===== config.mk =====
export PLATFORM = sky130hd
export DESIGN_NAME = cs_delay_gen
export DESIGN_NICKNAME = d
export VERILOG_FILES = /design/src/rtl/cs_dly_pkg.sv /design/src/rtl/cs_dly_sel.sv /design/src/rtl/cs_dly_len.sv /design/src/rtl/cs_dly_cnt.sv /design/src/rtl/cs_delay_gen.sv
export SDC_FILE = /design/constraint.sdc
export NUM_CORES = 1
export LEC_CHECK = 0
export BUFFER_PORTS_ARGS = -buffer_cell sky130_fd_sc_hd__buf_2
export CORE_ASPECT_RATIO = 0.75
export CORE_MARGIN = 10
export CORE_UTILIZATION = 55
export CTS_CLUSTER_DIAMETER = 30
export DETAILED_ROUTE_END_ITERATION = 10
export PLACE_DENSITY = 0.79
export SLEW_MARGIN = 10
export SYNTH_ARGS = -nofsm -noshare
export SYNTH_HDL_FRONTEND = slang
export SYNTH_SLANG_ARGS = --single-unit

===== constraint.sdc =====
create_clock -name clk -period 2.8 [get_ports clk]
set_input_delay 0.28 -clock clk [delete_from_list [all_inputs] [get_ports clk]]
set_output_delay 0.28 -clock clk [all_outputs]
set_load 0.01 [all_outputs]

===== src/rtl/cs_dly_pkg.sv =====
// Package: shared widths and types for the chip-select delay timer.
// Assumes the multiplier is odd (2c+1) and the scaler is 2^(n+1).
package cs_dly_pkg;
    localparam int MUL_W     = 2;
    localparam int SCL_W     = 4;
    localparam int MUL_MAX   = 2 * (2 ** MUL_W) - 1;
    localparam int SHIFT_MAX = 2 ** SCL_W;
    localparam int LEN_MAX   = MUL_MAX * (2 ** SHIFT_MAX);
    localparam int CNT_W     = $clog2(LEN_MAX + 1);

    typedef enum logic {
        DLY_LEAD  = 1'b0,
        DLY_TRAIL = 1'b1
    } dly_kind_e;

    typedef struct packed {
        logic [MUL_W-1:0] mul;
        logic [SCL_W-1:0] scl;
    } dly_cfg_t;
endpackage


===== src/rtl/cs_dly_sel.sv =====
// Module: picks the lead or trail configuration pair by wait kind.
// Assumes both field pairs are stable while start is presented.
module cs_dly_sel
    import cs_dly_pkg::*;
(
    input  dly_kind_e kind_i,
    input  dly_cfg_t  lead_i,
    input  dly_cfg_t  trail_i,
    output dly_cfg_t  cfg_o
);
    // Route the fields belonging to the requested wait.
    always_comb begin
        unique case (kind_i)
            DLY_TRAIL: cfg_o = trail_i;
            default:   cfg_o = lead_i;
        endcase
    end
endmodule


===== src/rtl/cs_dly_len.sv =====
// Module: turns a multiplier/scaler code pair into a cycle count.
// Builds one shifted multiplier per scaler code, then indexes it.
// Assumes CNT_W covers the largest product.
module cs_dly_len
    import cs_dly_pkg::*;
#(
    parameter int LEN_W = CNT_W
) (
    input  dly_cfg_t         cfg_i,
    output logic [LEN_W-1:0] len_o
);
    localparam int N_SCL = 2 ** SCL_W;

    logic [LEN_W-1:0] mul_val;
    logic [LEN_W-1:0] by_scl [N_SCL];

    // Odd multiplier value 2c+1.
    always_comb mul_val = LEN_W'({cfg_i.mul, 1'b1});

    for (genvar g = 0; g < N_SCL; g++) begin : g_scl
        // Scaler code g multiplies by 2^(g+1).
        always_comb by_scl[g] = mul_val << (g + 1);
    end

    // Pick the product for the requested scaler code.
    always_comb len_o = by_scl[cfg_i.scl];
endmodule


===== src/rtl/cs_dly_cnt.sv =====
// Module: captures a length on start and counts cycles to a done pulse.
// Done is high N edges after the accepting edge. Busy covers the done cycle.
// Abort has priority over all other activity.
module cs_dly_cnt
    import cs_dly_pkg::*;
#(
    parameter int LEN_W = CNT_W
) (
    input  logic             clk,
    input  logic             rst_n,
    input  logic             start_i,
    input  logic             abort_i,
    input  logic [LEN_W-1:0] len_i,
    output logic             busy_o,
    output logic             done_o
);
    logic [LEN_W-1:0] cnt_q;
    logic [LEN_W-1:0] len_q;
    logic             busy_q;
    logic             done_q;

    // Sequence idle -> counting -> done -> idle.
    always_ff @(posedge clk) begin
        if (!rst_n) begin
            cnt_q  <= '0;
            len_q  <= '0;
            busy_q <= 1'b0;
            done_q <= 1'b0;
        end else if (abort_i) begin
            cnt_q  <= '0;
            busy_q <= 1'b0;
            done_q <= 1'b0;
        end else if (!busy_q) begin
            done_q <= 1'b0;
            if (start_i) begin
                cnt_q  <= LEN_W'(1);
                len_q  <= len_i;
                busy_q <= 1'b1;
            end
        end else if (done_q) begin
            cnt_q  <= '0;
            busy_q <= 1'b0;
            done_q <= 1'b0;
        end else if (cnt_q == len_q) begin
            done_q <= 1'b1;
        end else begin
            cnt_q <= cnt_q + LEN_W'(1);
        end
    end

    assign busy_o = busy_q;
    assign done_o = done_q;

    // done is a single-cycle pulse.
    p_done_pulse_r4: assert property (@(posedge clk) disable iff (!rst_n)
        done_q |=> !done_q);
    // done only inside a busy window.
    p_done_in_busy_r5: assert property (@(posedge clk) disable iff (!rst_n)
        done_q |-> busy_q);
    // busy drops right after done.
    p_busy_drop_r5: assert property (@(posedge clk) disable iff (!rst_n)
        done_q |=> !busy_q);
    // counter stays within the captured length.
    p_no_overflow_r3: assert property (@(posedge clk) disable iff (!rst_n)
        busy_q |-> (cnt_q <= len_q));
    // captured length lies in the legal range.
    p_len_range_r1: assert property (@(posedge clk) disable iff (!rst_n)
        busy_q |-> (len_q >= LEN_W'(2) && len_q <= LEN_W'(LEN_MAX)));
    // captured length is held while busy.
    p_len_hold_r7: assert property (@(posedge clk) disable iff (!rst_n)
        busy_q |=> $stable(len_q));
    // abort forces idle.
    p_abort_idle_r8: assert property (@(posedge clk) disable iff (!rst_n)
        abort_i |=> (!busy_q && !done_q));
    // start while idle launches a wait.
    p_launch_r10: assert property (@(posedge clk) disable iff (!rst_n)
        (!busy_q && start_i && !abort_i) |=> (busy_q && !done_q));
endmodule


===== src/rtl/cs_delay_gen.sv =====
// Module: top of the chip-select delay timer.
// Selects the lead or trail fields, converts them to a cycle count, and runs
// the counter. Synchronous active-low reset throughout.
module cs_delay_gen
    import cs_dly_pkg::*;
(
    input  logic             clk,
    input  logic             rst_n,
    input  logic             start_i,
    input  logic             kind_i,
    input  logic [MUL_W-1:0] lead_mul_i,
    input  logic [SCL_W-1:0] lead_scl_i,
    input  logic [MUL_W-1:0] trail_mul_i,
    input  logic [SCL_W-1:0] trail_scl_i,
    input  logic             abort_i,
    output logic             busy_o,
    output logic             done_o
);
    dly_cfg_t         lead_cfg;
    dly_cfg_t         trail_cfg;
    dly_cfg_t         sel_cfg;
    dly_kind_e        kind;
    logic [CNT_W-1:0] len;

    // Pack the port fields into configuration records.
    always_comb begin
        lead_cfg  = '{mul: lead_mul_i,  scl: lead_scl_i};
        trail_cfg = '{mul: trail_mul_i, scl: trail_scl_i};
        kind      = dly_kind_e'(kind_i);
    end

    cs_dly_sel u_sel (
        .kind_i  (kind),
        .lead_i  (lead_cfg),
        .trail_i (trail_cfg),
        .cfg_o   (sel_cfg)
    );

    cs_dly_len #(.LEN_W(CNT_W)) u_len (
        .cfg_i (sel_cfg),
        .len_o (len)
    );

    cs_dly_cnt #(.LEN_W(CNT_W)) u_cnt (
        .clk     (clk),
        .rst_n   (rst_n),
        .start_i (start_i),
        .abort_i (abort_i),
        .len_i   (len),
        .busy_o  (busy_o),
        .done_o  (done_o)
    );
endmodule


==> results.py, run 1 <==
metrics = {
    "synthesis": {
        "synth_area_um2": 2270,
        "ys_warn_count": 0,
        "avgSynthCellArea_um2": 8.18,
        "synth_edf_count": 0,
        "synth_flop_cell": "dfxtp_1",
        "synth_common_cells": "39 x dfxtp_1, 24 x nand2_1, 18 x nor2b_1",
        "ys_types": 50,
        "async_flop_share_pct": 0,
        "ys_seq_elements": 39,
        "yosysTopAreaCell": "dfxtp_1",
        "ys_top_cells_by_area": "dfxtp_1 34%, a22oi_1 5.0%, nor2b_1 5.0%, xnor2_1 4.3%, nand2_1 4.0%",
        "syn_inst": 277,
        "ys_seq_area_share_pct": 34.5,
        "synth_most_common_cell": "dfxtp_1",
        "synth_nets": 295,
        "synth_top_area_share_pct": 34.5,
    },
    "cells_and_area": {
        "diodes": 0,
        "nets": 304,
        "drive_gt1_share_pct": 14.3,
        "synthToLayoutAreaGrowth_pct": 9.99,
        "fill_cells": 357,
        "multiInputGateArea_um2": 1390,
        "seqCellArea_um2": 781,
    },
    "setup_path": {
        "arrival_ns": 2.47,
        "r2r_slack_ns": 0.55,
        "start_kind": "flop",
        "crit_type": "reg2reg",
        "path_max_fanout": 8,
        "worstPathRequired_ns": 3.01,
        "endpoint_kind": "flop",
    },
    "floorplanning": {
        "die_h_um": 75.6,
        "rows": 20,
        "start_util_pct": 56.6,
        "core_um2": 4000,
        "io_pins": 19,
        "die_area_um2": 7110,
        "fp.dieW_um": 94.1,
    },
    "flow_run": {
        "drv_cap": 0,
    },
    "power": {
        "power_mw": 1.27,
        "p_per_area_nw_per_um2": 510,
        "sw_frac_of_total_pct": 23.5,
        "leakagePower_nw": 0.903,
        "power_frac_comb_pct": 11.4,
        "p_clk_share_pct": 43.8,
        "pwr-share-seq_pct": 44.9,
        "intPower_mw": 0.972,
        "ir_drop_uv": 321,
        "switchingPower_mw": 0.299,
    },
    "clocking": {
        "path_clk_slew_ns": 0.08,
        "post_cts_buffers": 0,
        "cts_max_level": 2,
        "holdBufCountCts": 0,
        "numCtsBuffers": 5,
        "cts_tree": "yes",
        "post_cts_resized": 0,
        "clock-root-buffer": "clkbuf_8",
        "clock_path_buffers": 2,
        "clk_latency_ns": 0.29,
        "cts.sinks": 39,
    },
    "global_route": {
        "grt_pass1_vias": 1963,
        "met1_usage_pct": 23.4,
        "grt_pass1_wl_um": 9570,
        "grt.overflow.total": 0,
        "grt_antenna_before_repair": 0,
        "grtUsageMet3_pct": 5.02,
        "grt_max_degree": 21,
        "top_usage_layer": "met2",
        "grt_use_met2_pct": 24.9,
        "grtUsageTotal_pct": 16.9,
    },
    "route": {
        "avgRoutedWirePerCell_um": 16.4,
        "drcViolationCount": 0,
        "via_per_inst": 6.16,
        "drt_iter0_markers": 184,
        "wirelength_um": 5610,
        "dr.pass1.iters": 7,
        "vias": 2106,
        "ant_nets": 0,
    },
    "timing": {
        "min_period_ns": 2.25,
        "finalCritPeriodShare_pct": 80.4,
        "maxSlewHeadroom_pct": 50.7,
        "fmax_mhz": 444,
        "setup_violations": 0,
        "fin_worst_skew_ns": 0.00671,
        "slew_violations": 0,
        "rsz0062_at_grt": "no",
        "hold_viol": 0,
        "worst_pin_slew_ns": 0.739,
        "totalNegativeSetupSlack_ns": 0,
    },
    "placement": {
        "place_hpwl_um": 4180,
        "place_congestion": 0.952,
        "portBuffers": 18,
    },
    "run_status": {
        "status": "completed",
    },
    "worst_hold_path": {
        "hp-class": "in2reg",
    },
}
[worst max-delay path, stage by stage (launching register included)]
cell and delay (ns):
dfxtp_1 0.46, ha_1 0.27, nand3_4 0.11, nor3_2 0.32
and3_1 0.25, nand4_1 0.12, or4b_1 0.48, a31oi_1 0.16
[cells by family after synthesis]
logic type	count (synthesis)	share of synthesized area [%]
simple gates	124	30.4
compound gates	66	19.4
flops	39	34.5
buf+inv	20	4.03
xor+xnor	18	6.96
mux	9	4.20
fa+ha+maj	1	0.552
[path summary, 6_finish.rpt]
path                   start         endpoint  depth (start not counted)
max reg2reg   u_cnt.cnt_q[0]  u_cnt.cnt_q[18]                          7
max           u_cnt.cnt_q[0]  u_cnt.cnt_q[18]                          7
min                  start_i     u_cnt.busy_o                          3
min reg2reg  u_cnt.len_q[10]  u_cnt.len_q[10]                          2
[power groups by stage]
| stage | registers [mW] | clock network [mW] | logic (mW) |
|---|---|---|---|
| after floorplan | 0.581 | 0 | 0.106 |
| after global placement | 0.583 | 0 | 0.140 |
| final | 0.570 | 0.556 | 0.145 |
| after CTS | 0.570 | 0.565 | 0.142 |
| after global routing | 0.571 | 0.589 | 0.161 |
| after detailed placement | 0.583 | 0 | 0.142 |
[cell usage in the layout (no fill, tap or decap), drive strengths merged, types with 2 or more instances in the layout]
master and count:
nor2 17, nand4 7, a21oi 14, o211a 2
mux2 4, nor2b 18, xor2 7, or3 2
bufinv 2, a31oi 11, or4b 2, nand3 18
xnor2 11, mux2i 5, and3 4, nand2 24
o21ai 12, and2 3, a311oi 3, nor3 10
nor4 4, nand2b 10, dfxtp 39, inv 2
a22oi 15, buf 20, clkbuf 5
[through the flow]
step | utilization (%) | cell area, µm² | setup WS, ns | hold WS (ns) | instances
after floorplan | - | 2270 | 0.815 | 0.430 | 277
after global placement | 58.8 | 2360 | 0.682 | 0.471 | 334
after detailed placement | 58.8 | 2360 | 0.609 | 0.477 | 334
after CTS | 62.3 | 2490 | 0.595 | 0.287 | 342
after global routing | 62.3 | 2490 | 0.470 | 0.320 | 342
final | 62.3 | 2490 | 0.547 | 0.301 | 342
[layer usage]
| layer | vias up | share of wire [%] |
|---|---|---|
| met5 | - | 0 |
| met4 | 0 | 1.4 |
| met3 | 14 | 7.4 |
| met2 | 81 | 43 |
| met1 | 989 | 48 |
| li1 | 1022 | - |
[sequential cells by signal, summed over array words and instances (netlist names)]
signal        cells
u_cnt.cnt_q      19
u_cnt.done_o      1
u_cnt.busy_o      1
u_cnt.len_q      18
[final cells by class]
type                            instances  share of cell area [%]
Clock buffer                            5                    2.76
Clock inverter                          3                    2.71
Inverter                                2                   0.301
Multi-Input combinational cell        218                    55.9
Sequential cell                        39                    31.3
Tap cell                               55                    2.76
Timing Repair Buffer                   20                    4.22
No activity file was read; power rests on OpenSTA's default activity.
==> run 2: changes to the inputs <==
--- a/config.mk
+++ b/config.mk
@@ -5,6 +5,7 @@
 export SDC_FILE = /design/constraint.sdc
 export NUM_CORES = 1
 export LEC_CHECK = 0
+export ABC_AREA = 1
 export BUFFER_PORTS_ARGS = -buffer_cell sky130_fd_sc_hd__buf_2
 export CORE_ASPECT_RATIO = 0.75
 export CORE_MARGIN = 10
==> constraint.sdc (replaced) <==
create_clock -name clk -period 2.09 [get_ports clk]
set_input_delay 0.209 -clock clk [delete_from_list [all_inputs] [get_ports clk]]
set_output_delay 0.209 -clock clk [all_outputs]
set_load 0.01 [all_outputs]
==> run 2 against run 1 <==
Net effect:
- setup slack got worse by 0.24 ns
- clock power fell by 7.4%
- cell count rose by 49%
- via count rose by 28%
- combinational power rose by 63%
- global-route usage rose by 0.62 points
- critical path type unchanged
- critical endpoint is now u_cnt.cnt_q[14]
- largest cell class unchanged
- largest power group unchanged
==> results.py, run 2 <==
metrics = {
    "run_status": {
        "status": "completed",
    },
    "route": {
        "drcViolationCount": 0,
        "vias": 2696,
        "wirelength_um": 6710,
        "drt_iter0_markers": 336,
        "ant_nets": 0,
        "avgRoutedWirePerCell_um": 13.2,
        "via_per_inst": 5.31,
        "dr.pass1.iters": 6,
    },
    "synthesis": {
        "ys_seq_elements": 39,
        "synth_most_common_cell": "nand2_1",
        "synth_edf_count": 0,
        "avgSynthCellArea_um2": 5.86,
        "synth_top_area_share_pct": 31.4,
        "ys_warn_count": 0,
        "ys_types": 30,
        "synth_nets": 443,
        "synth_common_cells": "151 x nand2_1, 50 x inv_1, 41 x nand3_1",
        "ys_seq_area_share_pct": 31.4,
        "synth_area_um2": 2490,
        "ys_top_cells_by_area": "dfxtp_1 31%, nand2_1 23%, nand3_1 8.2%, inv_1 7.5%, a21oi_1 6.8%",
        "yosysTopAreaCell": "dfxtp_1",
        "synth_flop_cell": "dfxtp_1",
        "syn_inst": 425,
        "async_flop_share_pct": 0,
    },
    "placement": {
        "portBuffers": 18,
        "place_congestion": 0.940,
        "place_hpwl_um": 5160,
        "place_ws_ns": 0.261,
        "place_inst": 500,
    },
    "setup_path": {
        "cp.depth": 10,
        "path_max_fanout": 6,
        "r2r_slack_ns": 0.31,
        "critPathTopFamily": "simple AND/OR/NAND/NOR gates",
        "cp_slowest_cell": "dfxtp_1",
        "start_kind": "flop",
        "reg2reg_depth": 10,
        "worst_path_largest_cell_delay_ns": 0.44,
        "worstPathRequired_ns": 2.29,
        "endpoint_kind": "flop",
        "crit_type": "reg2reg",
        "cp_cell_sequence": "ha_1, nand2_1, nor2_2, nand3_1, nor3_1, nand2_1, nand2_1, nand2_1, nand2_1, inv_1",
        "arrival_ns": 1.98,
        "crit_path_frequent_cell": "nand2_1",
        "critPathBufInv": 1,
    },
    "global_route": {
        "grt_pass1_vias": 2445,
        "grt.overflow.total": 0,
        "grt_max_degree": 25,
        "grtUsageTotal_pct": 17.5,
        "grt_pass1_wl_um": 11400,
        "grt_antenna_before_repair": 0,
    },
    "timing": {
        "rsz0062_at_grt": "no",
        "slew_violations": 0,
        "finalCritPeriodShare_pct": 85.2,
        "totalNegativeSetupSlack_ns": 0,
        "worst_pin_slew_ns": 0.510,
        "maxSlewHeadroom_pct": 66.0,
        "fmax_mhz": 562,
        "min_period_ns": 1.78,
        "hold_viol": 0,
        "fin_worst_skew_ns": 0.00631,
        "fin_ws_ns": 0.309,
        "setup_violations": 0,
    },
    "floorplanning": {
        "rows": 21,
        "start_util_pct": 56.4,
        "die_h_um": 78.3,
        "io_pins": 19,
        "die_area_um2": 7650,
        "core_um2": 4410,
        "fp.dieW_um": 97.7,
    },
    "worst_hold_path": {
        "whs_path_depth": 3,
        "hp-class": "in2reg",
    },
    "clocking": {
        "clock_path_buffers": 2,
        "path_clk_slew_ns": 0.08,
        "cts_tree": "yes",
        "post_cts_resized": 0,
        "holdBufCountCts": 0,
        "numCtsBuffers": 5,
        "post_cts_buffers": 0,
        "clock-root-buffer": "clkbuf_8",
        "cts_max_level": 2,
        "cts.sinks": 39,
        "clk_latency_ns": 0.30,
    },
    "power": {
        "switchingPower_mw": 0.457,
        "intPower_mw": 1.07,
        "power_frac_comb_pct": 15.5,
        "sw_frac_of_total_pct": 29.9,
        "ir_drop_uv": 322,
        "p_clk_share_pct": 33.7,
        "p_per_area_nw_per_um2": 554,
        "leakagePower_nw": 1.23,
        "pwr-share-seq_pct": 50.8,
    },
    "cells_and_area": {
        "drive_gt1_share_pct": 12.9,
        "layout.cells.most_common_list": "151 x nand2_1, 50 x inv_1, 41 x nand3_1",
        "nets": 468,
        "postLayoutCoreUtil_pct": 62.5,
        "instances_no_fill": 508,
        "synthToLayoutAreaGrowth_pct": 10.9,
        "regMostFlops": "u_cnt.cnt_q",
        "top_regs": "u_cnt.cnt_q: 19 flops, u_cnt.len_q: 18 flops",
        "largest_reg_flops": 19,
        "diodes": 0,
        "final_common_cell": "nand2_1",
    },
    "flow_run": {
        "drv_cap": 0,
    },
}
==> run 2: cell count changes after synthesis, moves of 6 or more <==
cell,delta
nand2_1,+127
inv_1,+48
nand3_1,+24
nor2_1,+23
a21oi_1,+21
nor2b_1,-18
a22oi_1,-14
a31oi_1,-11
xnor2_1,-11
nand2b_1,-10
inv_2,+8
clkbuf_1,-6
==> run 2: tightest hold or removal path: cells and delay by family <==
family                 cells  cell delay (ns)
and+or+nand+nor            1             0.06
buffers and inverters      2             0.14
==> run 2: cell families after synthesis <==
kind of cell / Yosys count / synth area share [%]
xor gates and xnor gates: 3 / 1.06
AOI/OAI and AO/OA: 53 / 11.0
DFF: 39 / 31.4
buffers and inverters: 69 / 11.1
adders and majority gates: 1 / 0.502
and+or+nand+nor: 259 / 44.7
muxes: 1 / 0.402
==> run 2: path summary, 6_finish.rpt <==
path | startpoint | end
max | u_cnt.cnt_q[1] | u_cnt.cnt_q[14]
min | rst_n | u_cnt.len_q[10]
max reg2reg | u_cnt.cnt_q[1] | u_cnt.cnt_q[14]
min reg2reg | u_cnt.len_q[18] | u_cnt.len_q[18]
==> run 2: per-stage QoR <==
stage          instance area [µm²]  hold WS [ns]  power (mW)
2_1_floorplan                 2490         0.307       0.958
3_3_place_gp                  2670         0.430        1.02
3_5_place_dp                  2670         0.447        1.03
4_1_cts                       2760         0.144        1.53
5_1_grt                       2760         0.162        1.60
6_report                      2760         0.146        1.53
==> run 2: power by group through the flow <==
stage | combinational [mW] | sequential (mW) | clock (mW)
after floorplan | 0.170 | 0.788 | 0
after global placement | 0.228 | 0.793 | 0
after detailed placement | 0.232 | 0.793 | 0
after CTS | 0.233 | 0.776 | 0.522
after global routing | 0.266 | 0.778 | 0.553
final | 0.237 | 0.776 | 0.515
==> run 2: cell type report <==
cell class,count,area (µm²)
clock buffers,5,68.8
clock inverters,3,20.0
flip-flops and latches,39,781
inverters,60,225
fillers,427,1650
well taps,57,71.3
repair buffers,27,158
multi-input cells,317,1440
==> run 2: per-layer routing <==
metal	up-vias	track usage (%)	part of all wire (%)
met5	-	0	0
met4	0	5.07	0.97
met3	11	3.50	9.2
met2	126	26.9	43
met1	1178	24.1	47
li1	1381	-	-
==> run 3: changes to the inputs <==
--- a/config.mk
+++ b/config.mk
@@ -13,6 +13,7 @@
 export CTS_CLUSTER_DIAMETER = 30
 export DETAILED_ROUTE_END_ITERATION = 10
 export PLACE_DENSITY = 0.79
+export SETUP_SLACK_MARGIN = 0.4
 export SLEW_MARGIN = 10
 export SYNTH_ARGS = -nofsm -noshare
 export SYNTH_HDL_FRONTEND = slang
==> run 3 against run 2 <==
Net effect:
- setup slack better by 0.17 ns
- largest power group unchanged
- critical endpoint is now u_cnt.cnt_q[10]
- hold slack better by 0.0038 ns
- combinational power is 4% higher
- clock skew is 0.00082 ns higher
- routed wire length is 3.9% higher
- first-iteration DRC count is 8.9% lower
- largest cell class unchanged
- register-to-register slack better by 0.17 ns
- sequential share of layout area is 0.49 points lower
- flip-flop and latch count stayed put
- total power is 0.74% higher
==> results.py, run 3 (same netlist as run 2, synthesis figures left out) <==
metrics = {
    "timing": {
        "rsz0062_at_grt": "yes",
        "worst_pin_slew_ns": 0.512,
        "fin_worst_skew_ns": 0.00713,
        "finalCritPeriodShare_pct": 76.9,
        "maxSlewHeadroom_pct": 65.9,
        "hold_viol": 0,
        "slew_violations": 0,
        "totalNegativeSetupSlack_ns": 0,
        "fmax_mhz": 622,
        "min_period_ns": 1.61,
        "setup_violations": 0,
    },
    "clocking": {
        "clock_path_buffers": 2,
        "numCtsBuffers": 5,
        "cts_max_level": 2,
        "cts.sinks": 39,
        "path_clk_slew_ns": 0.08,
        "holdBufCountCts": 0,
        "clock-root-buffer": "clkbuf_8",
        "cts_tree": "yes",
        "clk_latency_ns": 0.30,
    },
    "placement": {
        "place_hpwl_um": 5160,
        "portBuffers": 18,
        "place_congestion": 0.940,
        "place_inst": 500,
    },
    "cells_and_area": {
        "top_regs": "u_cnt.cnt_q: 19 flops, u_cnt.len_q: 18 flops",
        "synthToLayoutAreaGrowth_pct": 15.3,
        "nets": 474,
        "multiInputGateArea_um2": 1490,
        "regMostFlops": "u_cnt.cnt_q",
        "drive_gt1_share_pct": 19.0,
        "instances_no_fill": 514,
        "final_common_cell": "nand2_1",
        "postLayoutCoreUtil_pct": 65.1,
        "diodes": 0,
        "largest_reg_flops": 19,
        "fill_cells": 404,
        "seqCellArea_um2": 798,
        "layout.cells.most_common_list": "150 x nand2_1, 49 x inv_1, 40 x nand3_1",
    },
    "power": {
        "leakagePower_nw": 1.26,
        "power_mw": 1.54,
        "p_per_area_nw_per_um2": 536,
        "ir_drop_uv": 317,
    },
    "setup_path": {
        "arrival_ns": 1.83,
        "start_kind": "flop",
        "path_max_fanout": 6,
        "endpoint_kind": "flop",
        "worstPathRequired_ns": 2.32,
        "crit_type": "reg2reg",
    },
    "floorplanning": {
        "io_pins": 19,
        "die_area_um2": 7650,
        "die_h_um": 78.3,
        "core_um2": 4410,
        "fp.dieW_um": 97.7,
        "rows": 21,
        "start_util_pct": 56.4,
    },
    "run_status": {
        "status": "completed",
    },
    "global_route": {
        "grt_max_degree": 25,
        "grtUsageTotal_pct": 17.7,
        "grt_pass1_wl_um": 11500,
        "grt.overflow.total": 0,
        "grt_antenna_before_repair": 0,
        "grt_pass1_vias": 2458,
    },
    "route": {
        "drcViolationCount": 0,
        "vias": 2727,
        "wirelength_um": 6980,
        "avgRoutedWirePerCell_um": 13.6,
        "ant_nets": 0,
        "drt_iter0_markers": 306,
        "via_per_inst": 5.31,
        "dr.pass1.iters": 5,
    },
    "flow_run": {
        "drv_cap": 0,
    },
    "worst_hold_path": {
        "hp-class": "in2reg",
    },
}
## run 3: cell types whose count changed in the layout (fill, tap and decap cells not counted), moves of 2 or more
cell	delta
nor3_2	+2
dfxtp_2	+11
nor2_4	+3
buf_4	+6
dfxtp_1	-12
nor2_1	-4
nor3_1	-2
## run 3: worst max-delay path, stage by stage, from the launching register on
cell and delay, ns:
dfxtp_4 0.39, ha_2 0.21, nand2_2 0.10, nor2_4 0.22
nand3_2 0.13, nand2_1 0.08, nand3_1 0.07, nor2_1 0.10
nand3_1 0.09, a21oi_2 0.14
## run 3: layer usage
layer / routed length, µm / share of wire [%] / global-route usage, %
met3: 524 / 7.5 / 3.50
met2: 3080 / 44 / 27.3
met5: 0 / 0 / 0
met4: 78 / 1.1 / 5.07
met1: 3290 / 47 / 24.4
## run 3: cell type report
class,instances,area share (%)
repair buffers,33,7.06
well taps,57,2.48
clock buffers,5,2.40
clock inverters,3,0.697
inverters,60,7.84
multi-input cells,317,51.7
flip-flops and latches,39,27.8
## run 3: power by group
| group | switching (mW) | internal (mW) | total (mW) |
|---|---|---|---|
| Sequential | 0.0185 | 0.759 | 0.777 |
| Combinational | 0.161 | 0.0844 | 0.246 |
| Clock | 0.285 | 0.232 | 0.517 |
| Total | 0.465 | 1.08 | 1.54 |
## run 3: worst paths after layout
path / from / cells past startpoint / to / slack [ns]
setup reg to reg: u_cnt.cnt_q[1] / 9 / u_cnt.cnt_q[10] / 0.48
setup / recovery: u_cnt.cnt_q[1] / 9 / u_cnt.cnt_q[10] / 0.48
hold reg to reg: u_cnt.len_q[18] / 2 / u_cnt.len_q[18] / 0.48
hold / removal: rst_n / 3 / u_cnt.len_q[10] / 0.15
## run 3: timing repair
action / CTS / global route
buffers inserted: 2 / 4
setup endpoints to repair: 16 / 27
gates resized for setup: 5 / 23
hold endpoints to repair: 0 / 0
pin swaps: 1 / 6
## run 3: metrics by stage
| stage | setup slack [ns] | instance area (µm²) | hold slack (ns) |
|---|---|---|---|
| global route | 0.342 | 2870 | 0.162 |
| CTS | 0.411 | 2790 | 0.144 |
| finish | 0.482 | 2870 | 0.149 |
| floorplan | 0.569 | 2490 | 0.307 |
| detailed placement | 0.261 | 2670 | 0.447 |
| global placement | 0.246 | 2670 | 0.430 |
